## config.mk

```make
export PLATFORM = sky130hd
export DESIGN_NAME = irq_edge_reg
export DESIGN_NICKNAME = d
export VERILOG_FILES = /design/src/rtl/irq_edge_reg.sv
export SDC_FILE = /design/constraint.sdc
export NUM_CORES = 1
export LEC_CHECK = 0
export ABC_CLOCK_PERIOD_IN_PS = 3600
export BUFFER_PORTS_ARGS = -buffer_cell sky130_fd_sc_hd__buf_2
export CORE_MARGIN = 5
export CORE_UTILIZATION = 40
export DETAILED_ROUTE_END_ITERATION = 8
export PLACE_DENSITY_LB_ADDON = 0.1
export SLEW_MARGIN = 15
export SYNTH_ARGS = -nofsm -noshare
export SYNTH_HDL_FRONTEND = slang
export SYNTH_SLANG_ARGS = --single-unit
```

## constraint.sdc

```tcl
create_clock -name clk -period 3.6 [get_ports clk]
set_input_delay 0.18 -clock clk [delete_from_list [all_inputs] [get_ports clk]]
set_output_delay 0.18 -clock clk [all_outputs]
set_load 0.03 [all_outputs]
```

## src/rtl/irq_edge_reg.sv

```systemverilog
module irq_edge_reg #(
  parameter int WIDTH = 32,
  parameter int ADDR_W = 8,
  parameter logic [2*WIDTH-1:0] MODE_MAP = '0,
  parameter bit STICKY = 1'b1
) (
  input  logic              clk,
  input  logic              rst_n,
  input  logic [WIDTH-1:0]  evt_src_i,
  input  logic              bus_valid,
  input  logic              bus_write,
  input  logic [ADDR_W-1:0] bus_addr,
  input  logic [WIDTH-1:0]  bus_wdata,
  output logic [WIDTH-1:0]  bus_rdata,
  output logic              irq_o,
  output logic              halt_o
);
  localparam logic [ADDR_W-1:0] OFF_STAT  = ADDR_W'(8'h00);
  localparam logic [ADDR_W-1:0] OFF_EN    = ADDR_W'(8'h04);
  localparam logic [ADDR_W-1:0] OFF_MASK  = ADDR_W'(8'h08);
  localparam logic [ADDR_W-1:0] OFF_HEN   = ADDR_W'(8'h0C);
  localparam logic [ADDR_W-1:0] OFF_HMASK = ADDR_W'(8'h10);
  localparam logic [ADDR_W-1:0] OFF_RCLR  = ADDR_W'(8'h14);

  logic [WIDTH-1:0] src_q, evt, status_q, en_q, mask_q, hen_q, hmask_q, clr;
  logic wr, rd;

  assign wr = bus_valid && bus_write;
  assign rd = bus_valid && !bus_write;

  for (genvar i = 0; i < WIDTH; i++) begin : g_det
    always_comb begin
      unique case (MODE_MAP[2*i +: 2])
        2'b00: evt[i] = evt_src_i[i];
        2'b01: evt[i] = evt_src_i[i] && !src_q[i];
        2'b10: evt[i] = !evt_src_i[i] && src_q[i];
        default: evt[i] = evt_src_i[i] ^ src_q[i];
      endcase
    end
  end

  always_comb begin
    clr = '0;
    if (wr && bus_addr == OFF_STAT) clr = bus_wdata;
    else if (rd && bus_addr == OFF_RCLR) clr = '1;
  end

  always_ff @(posedge clk or negedge rst_n) begin
    if (!rst_n) begin
      src_q    <= '0;
      status_q <= '0;
      en_q     <= '0;
      mask_q   <= '0;
      hen_q    <= '0;
      hmask_q  <= '0;
      irq_o    <= 1'b0;
      halt_o   <= 1'b0;
    end else begin
      src_q    <= evt_src_i;
      status_q <= STICKY ? ((status_q & ~clr) | evt) : evt;
      irq_o    <= |(status_q & en_q & ~mask_q);
      halt_o   <= |(status_q & hen_q & ~hmask_q);
      if (wr && bus_addr == OFF_EN)    en_q    <= bus_wdata;
      if (wr && bus_addr == OFF_MASK)  mask_q  <= bus_wdata;
      if (wr && bus_addr == OFF_HEN)   hen_q   <= bus_wdata;
      if (wr && bus_addr == OFF_HMASK) hmask_q <= bus_wdata;
    end
  end

  always_comb begin
    bus_rdata = '0;
    if (rd) begin
      unique case (bus_addr)
        OFF_STAT, OFF_RCLR: bus_rdata = status_q;
        OFF_EN:             bus_rdata = en_q;
        OFF_MASK:           bus_rdata = mask_q;
        OFF_HEN:            bus_rdata = hen_q;
        OFF_HMASK:          bus_rdata = hmask_q;
        default:            bus_rdata = '0;
      endcase
    end
  end

  AST_STICKY_HOLD: assert property (@(posedge clk) disable iff (!rst_n)
    (STICKY && !(wr && bus_addr == OFF_STAT) && !(rd && bus_addr == OFF_RCLR))
      |=> (($past(status_q) & ~status_q) == '0));
  AST_EVENT_WINS: assert property (@(posedge clk) disable iff (!rst_n)
    STICKY |=> (($past(evt) & ~status_q) == '0));
  AST_IRQ_CAUSE: assert property (@(posedge clk) disable iff (!rst_n)
    irq_o |-> $past(|(status_q & en_q)));
  AST_HALT_CAUSE: assert property (@(posedge clk) disable iff (!rst_n)
    halt_o |-> $past(|(status_q & hen_q)));
  AST_NO_READ_DATA: assert property (@(posedge clk) disable iff (!rst_n)
    !rd |-> (bus_rdata == '0));
endmodule

```

### After elaboration in Yosys (flattened, before gate mapping)

Index checks and enable logic that the tools add are counted.

* flip-flop bits (word level): 162
* latch bits: 0
* bits in writable memories: 0
* memory bits (read-only): 0
* input bits: 76
* output and inout port bits: 34
* memories kept: 0

* add/subtract/negate cells: 0
* multipliers: 0
* divide/modulo/power cells: 0
* magnitude comparators: 0
* equal/unequal tests: 5
* shifts and indexed selects: 0
* muxes and demuxes: 4
* bitwise logic cells: 9
* reductions and logical operators: 13

Operators by type and width (count)
* 32-bit bitwise AND: 5
* 32-bit case mux with 5 select lines: 1
* 32-bit 2-to-1 mux: 3
* 32-bit inverter: 3
* 32-bit OR reduction: 2
* 32-bit bitwise OR: 1
* 8-bit by 4-bit == test with 1-bit output (second input constant): 2
* 8-bit by 5-bit == test with 1-bit output (second input constant): 2
* 8-bit by 3-bit == test with 1-bit output (second input constant): 1
* 1-bit logical AND: 8
* 8-bit logical NOT: 1
* 2-bit OR reduction: 1
* 1-bit logical NOT: 1

### Longest topological paths before layout

* depth after elaboration: 8
* mapped depth: 7
* mapped depth without buffers: 5

### Least setup slack after synthesis

No wires, ideal clock.

* kind: input port to output port
* start: in bus_addr[7]
* end: out bus_rdata[10]
* arrival time: 2.001 ns
* path slack: 1.419 ns
* stages on the path: 5
* path buffers: 1
* cell sequence: or4_1 -> nor4b_2 -> clkbuf_1 -> a22oi_1 -> nor2_1

* longest elaborated chain between the ends: 4
* elaborated cells on any way between the ends: 9
* classes of those cells: 5 x eq/ne; 2 x mux; 2 x reduce/logical

RTL lines
* from (decl): RTL line 12 `input logic [ADDR_W-1:0] bus_addr,`
* 8-bit by 5-bit == test with 1-bit output or 8-bit logical NOT (tied branches): RTL line 73 `unique case (bus_addr)`
* 2-bit OR reduction: RTL line 73
* 32-bit case mux with 5 select lines *: RTL line 73
* 32-bit 2-to-1 mux *: RTL line 72 `if (rd) begin`
* to (decl): RTL line 14 `output logic [WIDTH-1:0] bus_rdata,`

Mark *: on every way between the ends. The rest lies on a longest branch, timed or not.

### Worst setup path in the final report

* start: in bus_addr[4]
* end: out bus_rdata[10]

Same word-level chain as after synthesis.

==> impl_results.md <==
- Status: finished, final reports clean
- Crit-path most repeated cell: buf_4
- Peak supply drop: 0.2322 mV
- # rows: 53
- Die width: 155.7 um
- WS Path Type: in2out
- Post-route ant nets: 0
- Layout cells sized above 1: 34.63%
- H-tree Lvls: 4
- Avg Cell Area, Syn: 11.22 um^2
- Post-CTS Hold Fix Bufs: 33
- Clk buf depth: 2
- Leakage power: 4.709 nW
- Largest net degree at the start of global routing: 102
- Synthesized net count: 833
- DRT iter0 DRCs: 310
- First-pass GRT wire length: 39920 um
- Peak fanout along the critical path: 61
- Max-slew violations: 0
- Top cells by count, synth: dfrtp_1, mux2_2, nand2_1
- Gpl congestion: 0.7966
- Fin. Hold Viols: 0
- GRT Total Usage: 21.32%
- DRT Wirelength: 25220 um
- Worst rel slew slack: 32.17%
- Tot Pwr: 0.004051 W
- Worst slew pin tran: 1.018 ns
- Fin crit share: 71.25%
- Core Box Area: 20960 um^2
- Critical path arrival: 2.38 ns
- DR DRC count: 0
- Post-Syn Instances: 757
- Register bit total from synthesis: 162
- Final setup viols: 0
- Clk Latency, worst-skew pair: 0.44 ns
- IO buf count: 109
- Pre-CTS WS: 1.050 ns
- CP required: 3.42 ns
- Critical path's largest stage delay: 0.60 ns
- Async SR Flop Fraction: 100.0%
- IO Pins: 110
- Synth top area cells: dfrtp_1, mux2_2, mux2i_1
- Top-count cell post-synth: dfrtp_1
- Number of global-route vias before repair: 6883
- DIE HEIGHT: 155.7 um
- Hold WC Path Type: in2reg
- Library cells used by synthesis: 31
- Startpoint Class: primary input
- Sequential-to-total area share from yosys stat: 47.72%
- Synth Flop Type: dfrtp_1
- Critical Path Sink Type: primary output
- Worst path cell trace: buf_4 -> buf_4 -> nor2b_1 -> a211oi_1 -> a21oi_1 -> a22oi_1 -> nor2_1 -> buf_2
- Worst setup margin: 1.035 ns
- Antenna violations before repair: 0
- Synthesis Warnings: 0
- Fmax achieved: 0.3899 GHz
- Fin nets: 961
- Root buf cell: clkbuf_16
- Clock transition at path regs: 0.07 ns
- Slowest stage cell, crit path: buf_4
- Clock Sinks: 162
- Post-cts sizing count: 0
- Total CTS buffers: 17
- Power density cells: 394.2 nW/um^2
- Setup TNS: 0 ns
- Tmin final: 2.565 ns
- Drt via density: 5.616
- Final clock skew: 0.01077 ns
- DP HPWL: 16820 um
- Post-synth top area cell: dfrtp_1
- Grt total ovfl: 0
- CTS tree: done
- Vias: 6593
- Yosys top cell area share: 47.72%
- Unrepaired setup endpoints after global routing: no
- DR pass1 iterations: 5
- Post-Syn Area: 8496 um^2
- EDFF count, synth: 0
- Postcts setup bufs: 0
- Starting Density: 40.54%
- Max Cap Viol: 0
- Routed wire per std cell: 21.48 um
- Die Footprint: 24250 um^2
- Area Overhead vs Synth: 20.97%
[through the flow]
| step | cell area, um^2 | utilization (%) | hold slack, ns | instances |
|---|---|---|---|---|
| after detailed placement | 9383 | 44.78 | 0.3717 | 1108 |
| after CTS | 10270 | 49.03 | 0.01368 | 1173 |
| after global placement | 9383 | 44.78 | 0.3618 | 1108 |
| after global routing | 10270 | 49.03 | 0.02551 | 1173 |
| after floorplan | 8496 | - | -0.1156 | 757 |
| final | 10280 | 49.04 | 0.01884 | 1174 |
[flip-flops by register name, indices dropped and copies added, names as in the netlist]
signal	flops
en_q	32
halt_o	1
hen_q	32
hmask_q	32
irq_o	1
mask_q	32
status_q	32
[kinds of logic (layout without fill, tap and decap cells)]
group | Yosys count | in the layout | synth area share, %
AO/OA/AOI/OAI | 153 | 153 | 12.58
buffers and inverters | 68 | 209 | 3.211
flip-flops | 162 | 162 | 47.72
multiplexers | 184 | 184 | 23.92
other | 0 | 1 | 0
AND/OR/NAND/NOR | 190 | 190 | 12.58
[power breakdown]
group          switching [W]  total [W]  internal [W]
Sequential         0.0000333    0.00190       0.00187
Combinational       0.000225   0.000394      0.000169
Clock               0.000798    0.00176      0.000958
Total                0.00106    0.00405       0.00300
[final cells by class]
cell class              count  area, um^2
fillers                  1931       10680
multi-input cells         527        4188
flip-flops and latches    162        4054
repair buffers            161        1067
clock buffers              18       429.2
well taps                 275       344.1
clock inverters            14       132.6
inverters                  16       60.06
diodes                      1       2.502
[per-layer routing]
layer | wire length (um) | part of all wire [%] | track usage [%]
met1 | 11420 | 45 | 28.89
met2 | 12420 | 49 | 35.36
met3 | 1087 | 4.3 | 4.383
met4 | 289 | 1.1 | 5.085
met5 | 0 | 0 | 0
[layout by cell type, fill, tap and decap left out, types with 16 or more instances in the layout]
cell type	synthesis	layout
a31o_1	30	30
buf_2	14	106
dlygate4sd3_1	0	33
a211oi_1	32	32
a21oi_1	32	32
nor2b_1	33	33
nand3b_1	31	31
dfrtp_1	162	162
clkbuf_16	0	17
buf_4	0	18
inv_1	16	16
nand2_1	46	46
nor2_1	34	34
mux2_2	146	146
and3b_1	16	16
mux2i_1	32	32
a22oi_1	32	32
[path summary, 6_finish.rpt]
kind | from | to | slack, ns | cells past startpoint
worst max-delay path | bus_addr[4] | bus_rdata[10] | 1.04 | 8
worst min-delay path | bus_wdata[18] | en_q[18] | 0.02 | 2
worst max register to register | status_q[15] | irq_o | 1.24 | 5
worst min register to register | mask_q[25] | mask_q[25] | 0.51 | 1
max in group asynchronous | rst_n | status_q[29] | 2.19 | 3
min in group asynchronous | rst_n | en_q[25] | 0.41 | 2
[worst max-delay path, delay by kind of cell]
kind / cells / cell delay, ns
buffers and inverters: 3 / 1.42
AOI/OAI and AO/OA: 3 / 0.55
and+or+nand+nor: 2 / 0.19
Note: power is estimated with default switching activity, not from simulation.
